**config.mk**
```make
export PLATFORM = sky130hd
export DESIGN_NAME = detclk_sequencer
export DESIGN_NICKNAME = d
export VERILOG_FILES = /design/src/rtl/detclk_pkg.sv /design/src/rtl/seq_hostif.sv /design/src/rtl/seq_engine.sv /design/src/rtl/seq_fifo.sv /design/src/rtl/seq_emitter.sv /design/src/rtl/detclk_sequencer.sv
export SDC_FILE = /design/constraint.sdc
export NUM_CORES = 2
export LEC_CHECK = 0
export ABC_CLOCK_PERIOD_IN_PS = 5750
export BUFFER_PORTS_ARGS = -buffer_cell sky130_fd_sc_hd__buf_2
export CAP_MARGIN = 20
export CORE_AREA = 4 4 477 479
export CTS_BUF_LIST = sky130_fd_sc_hd__clkbuf_2
export DETAILED_ROUTE_END_ITERATION = 16
export DIE_AREA = 0 0 481 483
export GPL_ROUTABILITY_DRIVEN = 0
export REMOVE_ABC_BUFFERS = 1
export SETUP_SLACK_MARGIN = 0.05
export SLEW_MARGIN = 20
export SYNTH_ARGS = -nofsm -noshare
export SYNTH_HDL_FRONTEND = slang
export SYNTH_HIERARCHICAL = 1
export SYNTH_SLANG_ARGS = --single-unit
export TNS_END_PERCENT = 100
```
**constraint.sdc**
```tcl
create_clock -name clk -period 5.75 [get_ports clk]
set_input_delay 0 -clock clk [delete_from_list [all_inputs] [get_ports clk]]
set_output_delay 0 -clock clk [all_outputs]
set_load 0.005 [all_outputs]
```
**src/rtl/detclk_pkg.sv**
```systemverilog
// Shared encodings for the detector clock sequencer: instruction opcodes
// and host command opcodes. Assumes 32-bit instruction words.
package detclk_pkg;
    localparam int INSTR_W = 32;
    localparam int OP_LSB  = 29;
    localparam int CNT_W   = 16;

    typedef enum logic [2:0] {
        OP_END     = 3'd0,
        OP_OUT     = 3'd1,
        OP_LOOP    = 3'd2,
        OP_ENDLOOP = 3'd3,
        OP_JMP     = 3'd4
    } seq_op_e;

    localparam logic [7:0] CMD_WR_PROG  = 8'h01;
    localparam logic [7:0] CMD_WR_ENTRY = 8'h02;
    localparam logic [7:0] CMD_SEL      = 8'h03;
    localparam logic [7:0] CMD_STATUS   = 8'h04;
    localparam logic [7:0] CMD_DIV      = 8'h05;
endpackage

```
**src/rtl/seq_hostif.sv**
```systemverilog
// Host command decoder. Parses byte frames (opcode, then little-endian
// arguments), holds the entry table, scheme select and divider, and returns
// the status byte. Assumes ADDR_W <= 8 and DIV_W <= 16.
module seq_hostif
    import detclk_pkg::*;
#(
    parameter int ADDR_W = 6,
    parameter int DIV_W  = 16
) (
    input  logic                   clk,
    input  logic                   rst_n,
    input  logic                   rx_valid,
    input  logic [7:0]             rx_data,
    output logic                   tx_valid,
    output logic [7:0]             tx_data,
    input  logic                   gen_busy,
    input  logic                   underrun,
    input  logic                   nest_err,
    input  logic [1:0]             act_sel,
    output logic                   prog_we,
    output logic [ADDR_W-1:0]      prog_addr,
    output logic [INSTR_W-1:0]     prog_wdata,
    output logic [3:0][ADDR_W-1:0] entry_tbl,
    output logic [1:0]             sel,
    output logic [DIV_W-1:0]       div_val,
    output logic                   clr_sticky
);
    logic [2:0]  left;
    logic [7:0]  cmd;
    logic [39:0] shreg;
    logic [39:0] nbuf;
    logic        wr_rej;
    logic [7:0]  status_b;
    logic        last_byte;
    logic        unused_nbuf;

    // Argument bytes shift in from the top; the final byte lands in bits 39:32.
    assign nbuf        = {rx_data, shreg[39:8]};
    assign last_byte   = rx_valid && (left == 3'd1);
    assign status_b    = {2'b00, act_sel, nest_err, wr_rej, underrun, gen_busy};
    assign prog_we     = last_byte && (cmd == CMD_WR_PROG) && !gen_busy;
    assign prog_addr   = nbuf[ADDR_W-1:0];
    assign prog_wdata  = nbuf[39:8];
    assign unused_nbuf = ^nbuf;

    // Frame parser and host register file.
    always_ff @(posedge clk) begin
        if (!rst_n) begin
            left       <= 3'd0;
            cmd        <= 8'd0;
            shreg      <= '0;
            tx_valid   <= 1'b0;
            tx_data    <= 8'd0;
            clr_sticky <= 1'b0;
            wr_rej     <= 1'b0;
            entry_tbl  <= '0;
            sel        <= 2'd0;
            div_val    <= '0;
        end else begin
            tx_valid   <= 1'b0;
            clr_sticky <= 1'b0;
            if (rx_valid) begin
                if (left == 3'd0) begin
                    cmd <= rx_data;
                    case (rx_data)
                        CMD_WR_PROG:  left <= 3'd5;
                        CMD_WR_ENTRY: left <= 3'd2;
                        CMD_SEL:      left <= 3'd1;
                        CMD_DIV:      left <= 3'd2;
                        CMD_STATUS: begin
                            tx_valid   <= 1'b1;
                            tx_data    <= status_b;
                            clr_sticky <= 1'b1;
                            wr_rej     <= 1'b0;
                        end
                        default:      left <= 3'd0;
                    endcase
                end else begin
                    shreg <= nbuf;
                    left  <= left - 3'd1;
                    if (left == 3'd1) begin
                        case (cmd)
                            CMD_WR_PROG:  if (gen_busy) wr_rej <= 1'b1;
                            CMD_WR_ENTRY: entry_tbl[nbuf[25:24]] <= nbuf[32 +: ADDR_W];
                            CMD_SEL:      sel <= nbuf[33:32];
                            CMD_DIV:      div_val <= nbuf[24 +: DIV_W];
                            default:      ;
                        endcase
                    end
                end
            end
        end
    end

    // A new write reject can only come from a write during a run.
    p_reject_busy_r11: assert property (@(posedge clk) disable iff (!rst_n)
        $rose(wr_rej) |-> $past(gen_busy));
endmodule

```
**src/rtl/seq_engine.sv**
```systemverilog
// Micro-program execution engine. Fetches from program memory
// (combinational read), runs OUT/LOOP/ENDLOOP/JMP/END and pushes pattern
// words into the FIFO, stalling while it is full. Assumes NEST is a power of two.
module seq_engine
    import detclk_pkg::*;
#(
    parameter int ADDR_W = 6,
    parameter int PAT_W  = 8,
    parameter int NEST   = 4
) (
    input  logic                   clk,
    input  logic                   rst_n,
    input  logic                   start,
    input  logic [1:0]             sel,
    input  logic [3:0][ADDR_W-1:0] entry_tbl,
    output logic [ADDR_W-1:0]      pc,
    input  logic [INSTR_W-1:0]     instr,
    input  logic                   fifo_full,
    output logic                   push,
    output logic [PAT_W:0]         push_data,
    input  logic                   clr_sticky,
    output logic                   busy,
    output logic                   nest_err,
    output logic [1:0]             act_sel
);
    localparam int SP_W  = $clog2(NEST + 1);
    localparam int IDX_W = $clog2(NEST);
    localparam logic [SP_W-1:0] SP_FULL = SP_W'(NEST);
    localparam int REP_LSB = PAT_W + 1;

    seq_op_e          op;
    logic [CNT_W-1:0] rep_f;
    logic [CNT_W-1:0] loop_f;
    logic [CNT_W-1:0] rep_cnt;
    logic [SP_W-1:0]  sp;
    logic [SP_W-1:0]  sp_dec;
    logic [IDX_W-1:0] top;
    logic [ADDR_W-1:0] stk_addr [NEST];
    logic [CNT_W-1:0]  stk_cnt  [NEST];
    logic             unused_eng;

    // Instruction field decode.
    assign op         = seq_op_e'(instr[INSTR_W-1:OP_LSB]);
    assign rep_f      = instr[REP_LSB +: CNT_W];
    assign loop_f     = instr[CNT_W-1:0];
    assign sp_dec     = sp - 1'b1;
    assign top        = sp_dec[IDX_W-1:0];
    assign push       = busy && (op == OP_OUT) && !fifo_full;
    assign push_data  = instr[PAT_W:0];
    assign unused_eng = ^{instr[OP_LSB-1:REP_LSB+CNT_W], sp_dec[SP_W-1]};

    // Sequencing state: start, program counter, repeat counter, loop stack.
    always_ff @(posedge clk) begin
        if (!rst_n) begin
            busy     <= 1'b0;
            pc       <= '0;
            rep_cnt  <= '0;
            sp       <= '0;
            nest_err <= 1'b0;
            act_sel  <= 2'd0;
        end else begin
            if (clr_sticky) nest_err <= 1'b0;
            if (!busy) begin
                if (start) begin
                    busy    <= 1'b1;
                    act_sel <= sel;
                    pc      <= entry_tbl[sel];
                    rep_cnt <= '0;
                    sp      <= '0;
                end
            end else begin
                case (op)
                    OP_OUT: if (!fifo_full) begin
                        if (rep_cnt == rep_f) begin
                            rep_cnt <= '0;
                            pc      <= pc + 1'b1;
                        end else begin
                            rep_cnt <= rep_cnt + 1'b1;
                        end
                    end
                    OP_LOOP: if (sp == SP_FULL) begin
                        nest_err <= 1'b1;
                        busy     <= 1'b0;
                    end else begin
                        stk_addr[sp[IDX_W-1:0]] <= pc + 1'b1;
                        stk_cnt[sp[IDX_W-1:0]]  <= loop_f;
                        sp <= sp + 1'b1;
                        pc <= pc + 1'b1;
                    end
                    OP_ENDLOOP: if (sp == '0) begin
                        pc <= pc + 1'b1;
                    end else if (stk_cnt[top] == '0) begin
                        sp <= sp_dec;
                        pc <= pc + 1'b1;
                    end else begin
                        stk_cnt[top] <= stk_cnt[top] - 1'b1;
                        pc <= stk_addr[top];
                    end
                    OP_JMP:  pc <= instr[ADDR_W-1:0];
                    default: busy <= 1'b0;
                endcase
            end
        end
    end

    // The running scheme never changes mid-run.
    p_sel_hold_r7: assert property (@(posedge clk) disable iff (!rst_n)
        busy && $past(busy) |-> $stable(act_sel));
    // Stack depth stays within the nesting limit.
    p_nest_bound_r4: assert property (@(posedge clk) disable iff (!rst_n)
        sp <= SP_FULL);
endmodule

```
**src/rtl/seq_fifo.sv**
```systemverilog
// Pattern FIFO between engine and output stage. First-word-fall-through
// read; DEPTH must be a power of two. Writers must respect full.
module seq_fifo #(
    parameter int W     = 9,
    parameter int DEPTH = 16
) (
    input  logic         clk,
    input  logic         rst_n,
    input  logic         wr_en,
    input  logic [W-1:0] wr_data,
    input  logic         rd_en,
    output logic [W-1:0] rd_data,
    output logic         full,
    output logic         empty
);
    localparam int AW = $clog2(DEPTH);

    logic [W-1:0] mem [DEPTH];
    logic [AW:0]  wr_ptr;
    logic [AW:0]  rd_ptr;

    assign rd_data = mem[rd_ptr[AW-1:0]];
    assign empty   = (wr_ptr == rd_ptr);
    assign full    = (wr_ptr[AW] != rd_ptr[AW]) && (wr_ptr[AW-1:0] == rd_ptr[AW-1:0]);

    // Storage write.
    always_ff @(posedge clk) begin
        if (wr_en) mem[wr_ptr[AW-1:0]] <= wr_data;
    end

    // Pointer update.
    always_ff @(posedge clk) begin
        if (!rst_n) begin
            wr_ptr <= '0;
            rd_ptr <= '0;
        end else begin
            if (wr_en) wr_ptr <= wr_ptr + 1'b1;
            if (rd_en) rd_ptr <= rd_ptr + 1'b1;
        end
    end

    // The engine must stall on full.
    p_no_overflow_r8: assert property (@(posedge clk) disable iff (!rst_n)
        full |-> !wr_en);
    // The output stage never pops an empty FIFO.
    p_no_underflow_r9: assert property (@(posedge clk) disable iff (!rst_n)
        empty |-> !rd_en);
endmodule

```
**src/rtl/seq_emitter.sv**
```systemverilog
// Output stage. A free-running divider gives one slot every div+1 cycles;
// each slot pops a word if available and drives it with a strobe, or
// flags an underrun when a started run has run dry.
module seq_emitter #(
    parameter int PAT_W = 8,
    parameter int DIV_W = 16
) (
    input  logic             clk,
    input  logic             rst_n,
    input  logic [DIV_W-1:0] div_val,
    input  logic             fifo_empty,
    input  logic [PAT_W:0]   fifo_head,
    output logic             pop,
    input  logic             gen_busy,
    input  logic             restart,
    input  logic             clr_sticky,
    output logic [PAT_W-1:0] det_clk,
    output logic             conv_sync,
    output logic             pat_strobe,
    output logic             underrun
);
    logic [DIV_W-1:0] div_cnt;
    logic             tick;
    logic             armed;

    assign tick = (div_cnt >= div_val);
    assign pop  = tick && !fifo_empty;

    // Rate divider.
    always_ff @(posedge clk) begin
        if (!rst_n) div_cnt <= '0;
        else        div_cnt <= tick ? '0 : div_cnt + 1'b1;
    end

    // Output registers, arming and sticky underrun.
    always_ff @(posedge clk) begin
        if (!rst_n) begin
            det_clk    <= '0;
            conv_sync  <= 1'b0;
            pat_strobe <= 1'b0;
            armed      <= 1'b0;
            underrun   <= 1'b0;
        end else begin
            pat_strobe <= pop;
            conv_sync  <= pop && fifo_head[PAT_W];
            if (pop) det_clk <= fifo_head[PAT_W-1:0];
            if (restart)  armed <= 1'b0;
            else if (pop) armed <= 1'b1;
            if (tick && fifo_empty && gen_busy && armed) underrun <= 1'b1;
            else if (clr_sticky)                         underrun <= 1'b0;
        end
    end

    // Underrun holds until a status read clears it.
    p_underrun_sticky_r10: assert property (@(posedge clk) disable iff (!rst_n)
        underrun && !clr_sticky |=> underrun);
    // Sync is only ever given together with a new word.
    p_sync_with_word_r3: assert property (@(posedge clk) disable iff (!rst_n)
        conv_sync |-> pat_strobe);
endmodule

```
**src/rtl/detclk_sequencer.sv**
```systemverilog
// Top of the detector clock sequencer: host command port, program memory,
// execution engine, pattern FIFO and rate-controlled output stage.
// Assumes a single clock and synchronous active-low reset.
module detclk_sequencer
    import detclk_pkg::*;
#(
    parameter int PAT_W      = 8,
    parameter int ADDR_W     = 6,
    parameter int FIFO_DEPTH = 16,
    parameter int NEST       = 4,
    parameter int DIV_W      = 16
) (
    input  logic             clk,
    input  logic             rst_n,
    input  logic             rx_valid,
    input  logic [7:0]       rx_data,
    output logic             tx_valid,
    output logic [7:0]       tx_data,
    input  logic             integ_start,
    output logic [PAT_W-1:0] det_clk,
    output logic             pat_strobe,
    output logic             conv_sync,
    output logic             seq_busy,
    output logic             underrun
);
    localparam int PROG_DEPTH = 1 << ADDR_W;
    localparam int WORD_W     = PAT_W + 1;

    logic                   prog_we;
    logic [ADDR_W-1:0]      prog_addr;
    logic [INSTR_W-1:0]     prog_wdata;
    logic [3:0][ADDR_W-1:0] entry_tbl;
    logic [1:0]             sel;
    logic [DIV_W-1:0]       div_val;
    logic                   clr_sticky;
    logic                   nest_err;
    logic [1:0]             act_sel;
    logic [ADDR_W-1:0]      pc;
    logic [INSTR_W-1:0]     instr;
    logic                   push;
    logic [WORD_W-1:0]      push_data;
    logic                   pop;
    logic [WORD_W-1:0]      fifo_head;
    logic                   fifo_full;
    logic                   fifo_empty;
    logic                   restart;
    logic [INSTR_W-1:0]     prog_mem [PROG_DEPTH];

    assign restart = integ_start && !seq_busy;
    assign instr   = prog_mem[pc];

    // Program memory write port.
    always_ff @(posedge clk) begin
        if (prog_we) prog_mem[prog_addr] <= prog_wdata;
    end

    seq_hostif #(.ADDR_W(ADDR_W), .DIV_W(DIV_W)) i_hostif (
        .clk(clk), .rst_n(rst_n), .rx_valid(rx_valid), .rx_data(rx_data),
        .tx_valid(tx_valid), .tx_data(tx_data), .gen_busy(seq_busy),
        .underrun(underrun), .nest_err(nest_err), .act_sel(act_sel),
        .prog_we(prog_we), .prog_addr(prog_addr), .prog_wdata(prog_wdata),
        .entry_tbl(entry_tbl), .sel(sel), .div_val(div_val),
        .clr_sticky(clr_sticky)
    );

    seq_engine #(.ADDR_W(ADDR_W), .PAT_W(PAT_W), .NEST(NEST)) i_engine (
        .clk(clk), .rst_n(rst_n), .start(integ_start), .sel(sel),
        .entry_tbl(entry_tbl), .pc(pc), .instr(instr), .fifo_full(fifo_full),
        .push(push), .push_data(push_data), .clr_sticky(clr_sticky),
        .busy(seq_busy), .nest_err(nest_err), .act_sel(act_sel)
    );

    seq_fifo #(.W(WORD_W), .DEPTH(FIFO_DEPTH)) i_fifo (
        .clk(clk), .rst_n(rst_n), .wr_en(push), .wr_data(push_data),
        .rd_en(pop), .rd_data(fifo_head), .full(fifo_full), .empty(fifo_empty)
    );

    seq_emitter #(.PAT_W(PAT_W), .DIV_W(DIV_W)) i_emitter (
        .clk(clk), .rst_n(rst_n), .div_val(div_val), .fifo_empty(fifo_empty),
        .fifo_head(fifo_head), .pop(pop), .gen_busy(seq_busy),
        .restart(restart), .clr_sticky(clr_sticky), .det_clk(det_clk),
        .conv_sync(conv_sync), .pat_strobe(pat_strobe), .underrun(underrun)
    );

    // An accepted start runs the scheme selected at that moment.
    p_start_latch_r6: assert property (@(posedge clk) disable iff (!rst_n)
        integ_start && !seq_busy |=> seq_busy && (act_sel == $past(sel)));
endmodule

```
Word level (Yosys, flattened, before mapping):

Memories as Yosys holds them, arrays and structs flattened. A register that Yosys moved wholly into a read port is not among the register bits.
Index checks and enable logic that the tools add are counted.

* latch bits: 0
* memory bits (writable): 2280
* ROM bits: 0
* word-level logic and storage cells: 181
* output and inout port bits: 21
* register bits after elaboration: 168
* input port bits: 12
* memories kept: 4

* multiplexer cells: 63
* multipliers: 0
* equality and inequality tests: 30
* $add $sub $neg: 9
* divide/modulo/power cells: 0
* reductions and logical operators: 42
* order comparisons: 4
* bitwise logic cells: 3
* shift-type cells: 0

Memory list
* prog_mem: words 64, width 32, read ports 1, clocked after Yosys merged registers in 1, wr ports 1, RTL line detclk_sequencer.sv:47 `logic [INSTR_W-1:0] prog_mem [PROG_DEPTH];`
* i_fifo.mem: words 16, width 9, read ports 1, clocked after Yosys merged registers in 1, wr ports 1, RTL line seq_fifo.sv:18 `logic [W-1:0] mem [DEPTH];`
* i_engine.stk_cnt: words 4, width 16, read ports 1, clocked after Yosys merged registers in 0, wr ports 1, RTL line seq_engine.sv:39 `logic [CNT_W-1:0] stk_cnt [NEST];`
* i_engine.stk_addr: words 4, width 6, read ports 1, clocked after Yosys merged registers in 0, wr ports 1, RTL line seq_engine.sv:38 `logic [ADDR_W-1:0] stk_addr [NEST];`

Operator list (count)
* $mux 16: 6
* $mux 6: 11
* $add 16x1->16 const B: 2
* $eq 8x2->1 const B: 4
* $mux 1: 30
* $bwmux 24: 1
* $eq 8x3->1 const B: 3
* $pmux 6 s4: 1
* $mux 3: 6
* $ne 3x3->1 const B: 6
* $eq 16x16->1: 1
* $eq 8x1->1 const B: 2
* $ge 16x16->1: 1
* $logic_not 16->1: 1
* $reduce_or 16->1: 1
* $sub 16x1->16 const B: 1
* $reduce_and 5->1: 3
* $logic_and 1x1->1: 13
* $bmux 6 s2: 1
* $demux 6 s2: 1
* $pmux 3 s4: 1
* $reduce_and 4->1: 3
* $add 5x1->5 const B: 2
* $reduce_bool 2->1: 5
* other kinds (24): 45

Depth between registers and ports, before layout:

An unclocked memory read counts as a cell.

* depth after elaboration: 11
* depth in mapped cells: 18
* depth with buffers taken out: 11

By module:

Netlist, hierarchy kept.

Modules (own cells, without submodules)
* detclk_sequencer: cells each 3256, area an instance 78186.2 um2, instances 1, sequential area each 61499.0 um2
* seq_fifo: cells each 303, area an instance 6234.7 um2, instances 1, sequential area each 4604.4 um2
* seq_engine: cells each 456, area an instance 5895.7 um2, instances 1, sequential area each 3223.1 um2
* seq_hostif: cells each 393, area an instance 3603.5 um2, instances 1, sequential area each 1821.7 um2
* seq_emitter: cells each 170, area an instance 1525.2 um2, instances 1, sequential area each 560.5 um2

Least setup slack after synthesis:

OpenSTA, ideal clock, no wires.

* path type: flip-flop to flip-flop
* from: register i_engine.sp[0]
* to: memory i_engine.stk_cnt[0][0], enable pin
* stages on the path, launching flop included: 18
* data arrival time: 4.524 ns
* path buffers: 6
* clock period less this slack: 4.936 ns
* required time: 5.339 ns
* slack: 0.814 ns
* setup time: 0.411 ns
* path through: dfxtp_1 > buf_6 > buf_8 > clkbuf_1 > inv_1 > ha_1 > clkbuf_1 > buf_2 > mux4_2 > inv_1 > ha_1 > inv_1 > nor4_1 > and4_1 > buf_2 > nor3_2 > nand2_1 > o21ai_0

* word-level cells in the longest chain between the ends: 11
* elaborated cells between the ends (all ways): 19
* classes of those cells: 1 x add/sub; 1 x eq/ne; 13 x mux; 3 x reduce/logical; 1 x memory

Ends and longest elaborated chain
* start, declared: RTL line seq_engine.sv:35 `logic [SP_W-1:0] sp;`
* start signal, assigned: RTL line seq_engine.sv:87 `sp <= sp + 1'b1;`
* start signal, assigned: RTL line seq_engine.sv:93 `sp <= sp_dec;`
* $sub 3x1->3: RTL line seq_engine.sv:46 `assign sp_dec = sp - 1'b1;`
* $mem_v2 4x16
* $logic_not 16->1: RTL line seq_engine.sv:92 `end else if (stk_cnt[top] == '0) begin`
* $mux 1: RTL line seq_engine.sv:92
* $mux 1: RTL line seq_engine.sv:90 `OP_ENDLOOP: if (sp == '0) begin`
* $mux 1: RTL line seq_engine.sv:72 `case (op)`
* $mux 1: RTL line seq_engine.sv:63 `if (!busy) begin`
* $mux 1: RTL line seq_engine.sv:54 `if (!rst_n) begin`
* $mux 1 (not written as such): RTL line seq_engine.sv:96 `stk_cnt[top] <= stk_cnt[top] - 1'b1;`
* $reduce_or 16->1 (no source line)
* $mux 2 (no source line) or $mux 1 (tied branches)
* end, declared: RTL line seq_engine.sv:39

Parallel ways exist; a longest one is shown, timed or not.

==> qor.txt <==
Final Util: 42.95%
Total CTS buffers: 558
HPWL Detailed: 123500 µm
Commonest cells after routing, fill and taps aside: edfxtp_1, clkbuf_2, mux4_2, buf_4, nand2_1
Pin count of the biggest net entering global routing: 75
DRT Pass-1 Iters: 5
Max clock buf depth: 4
F_max: 186.6 MHz
Total GRT Usage: 18.81%
# rows: 174
DRC violations left: 0
Status: finished clean
Area growth syn-to-layout: 11.87%
Slew margin rel.: 20.28%
First-pass GRT wire length: 318900 µm
Clock root cell: clkbuf_2
Core footprint: 223600 µm²
Via-per-instance ratio: 5.472
Worst slack, placed: 0.4352 ns
Placed inst area: 90550 µm²
Post-Synthesis Cell Area: 85830 µm²
Post-route clock period utilization: 93.20%
Worst-Skew Late Latency: 1.83 ns
Hold path cells: 4
# setup viols final: 0
CP startpoint kind: flop
Total die area: 232300 µm²
Routed via count: 44710
Period minus WS final: 5.359 ns
Most common cell after layout, fill and taps aside: edfxtp_1
Critical Path AT: 7.06 ns
Type of the worst min-delay path: in -> reg
Worst reg2reg path endpoint: i_engine/pc[0]
Crit Path Category: reg -> reg
Ratio of cells with drive above 1 in the final layout: 33.22%
Vias in the first global route: 46020
Initial drt markers: 4805
Clock H-tree levels: 6
Worst setup margin: 0.3911 ns
Final Max Tran Viols: 0
Buffers on Ports: 30
Remaining Overflow, GRT: 0
Final hold violation count: 0
Worst r2r path cells: 14
Clock Pin Slew Worst Setup and Hold Paths: 0.13 ns
Setup crit end kind: flop
Peak VDD IR: 0.2033 mV
Leakage power: 29.66 nW
CTS tree: done
Nets: 4836
RSZ-0062 raised after global routing: no
WL per Instance: 27.01 µm
R2R setup slack: 0.39 ns
Worst flop-to-flop path startpoint: i_engine/pc[2]
Worst Path Max Fanout: 33
Total length of routed wires: 220700 µm
Mean Syn Cell Area: 20.38 µm²
Hold Crit Start: rx_data[0]
Ports: 33
CTS sink cnt: 2186
Least-Margin Pin Slew: 1.196 ns
Antenna Violating Nets Remaining: 0
Fin area: 96030 µm²
Initial Util: 38.39%
Die width: 481 µm
Die extent in y: 483 µm
Initial antenna violation count: 17
Post-CTS sizing: 0
Yosys Warn Count: 6
Fin Clk Skew: 0.1808 ns
Max cap viols: 0
Pwr Density: 312.7 nW/µm²
Critical Path RT: 7.45 ns
Cells after synthesis: 4212
Hold-critical path endpoint: prog_mem[58][24]
## metrics by stage
stage / instances / TNS [ns] / total power [mW] / hold slack, ns
floorplan: 3952 / -8076.34 / 19.60 / 0.09887
global placement: 7169 / 0 / 19.90 / 0.3472
detailed placement: 7169 / 0 / 19.91 / 0.3544
CTS: 8161 / 0 / 30.38 / 0.06389
global route: 8169 / 0 / 31.44 / 0.1433
finish: 8171 / 0 / 30.03 / 0.2336
## cell type report
type	count	area [µm²]
Antenna cell	10	25.02
Clock buffer	789	3949
Clock inverter	149	929.6
Fill cell	19650	127600
Inverter	36	135.1
Multi-Input combinational cell	1730	20740
Sequential cell	2186	64080
Tap cell	2992	3744
Timing Repair Buffer	279	2420
## timing repair
action,CTS,global route
setup buffers,0,0
endpoints found under the hold margin,1375,0
hold buffers,54,0
## routing by layer
layer | vias up | share of wire (%) | GRT usage (%)
met1 | 23430 | 41 | 26.25
met2 | 2114 | 47 | 29.19
met4 | 4 | 2.6 | 6.064
li1 | 18810 | - | -
met3 | 354 | 8.7 | 4.551
met5 | - | 0.015 | 0
## worst max path at each step
| stage | from | to | slack (ns) | cells past startpoint |
|---|---|---|---|---|
| floorplan | i_engine/pc[0] | i_engine/stk_cnt[0][0] | -18.29 | 10 |
| global placement | i_engine/pc[0] | i_engine/pc[0] | 0.38 | 13 |
| detailed placement | i_engine/pc[0] | i_engine/pc[0] | 0.44 | 13 |
| CTS | i_engine/pc[0] | i_engine/pc[0] | 0.40 | 13 |
| global route | i_engine/pc[0] | i_engine/pc[0] | 0.06 | 13 |
| finish | i_engine/pc[2] | i_engine/pc[0] | 0.39 | 14 |
## critical path, cell delays in order, from the launching register on
cell and delay [ns]:
dfxtp_4 0.88, buf_12 0.30, buf_4 0.33, mux4_2 0.35, a22oi_1 0.35, nand3_1 0.36, o21ai_0 0.23, nor3_1 0.12
buf_4 0.16, xor2_1 0.13, nor4_1 0.62, nand4_1 0.33, o21ai_1 0.49, a21boi_1 0.26, o2bb2ai_1 0.23
## flip-flops by register name (all words and copies together) (netlist names), 2 cells and up, named ones only
name	cells
i_emitter/det_clk	8
i_emitter/div_cnt	16
i_engine/act_sel	2
i_engine/pc	6
i_engine/rep_cnt	16
i_engine/sp	3
i_engine/stk_addr	24
i_engine/stk_cnt	64
i_fifo/mem	144
i_fifo/rd_ptr	5
i_fifo/wr_ptr	5
i_hostif/cmd	8
i_hostif/div_val	16
i_hostif/entry_tbl	24
i_hostif/left	3
i_hostif/sel	2
i_hostif/shreg	30
i_hostif/tx_data	6
prog_mem	1792
## power by group
| part | switching [mW] | internal (mW) |
|---|---|---|
| combinational | 1.20 | 0.893 |
| sequential | 0.170 | 17.3 |
| clock | 6.22 | 4.24 |
| total | 7.59 | 22.4 |
No activity file was read; power rests on OpenSTA's default activity.
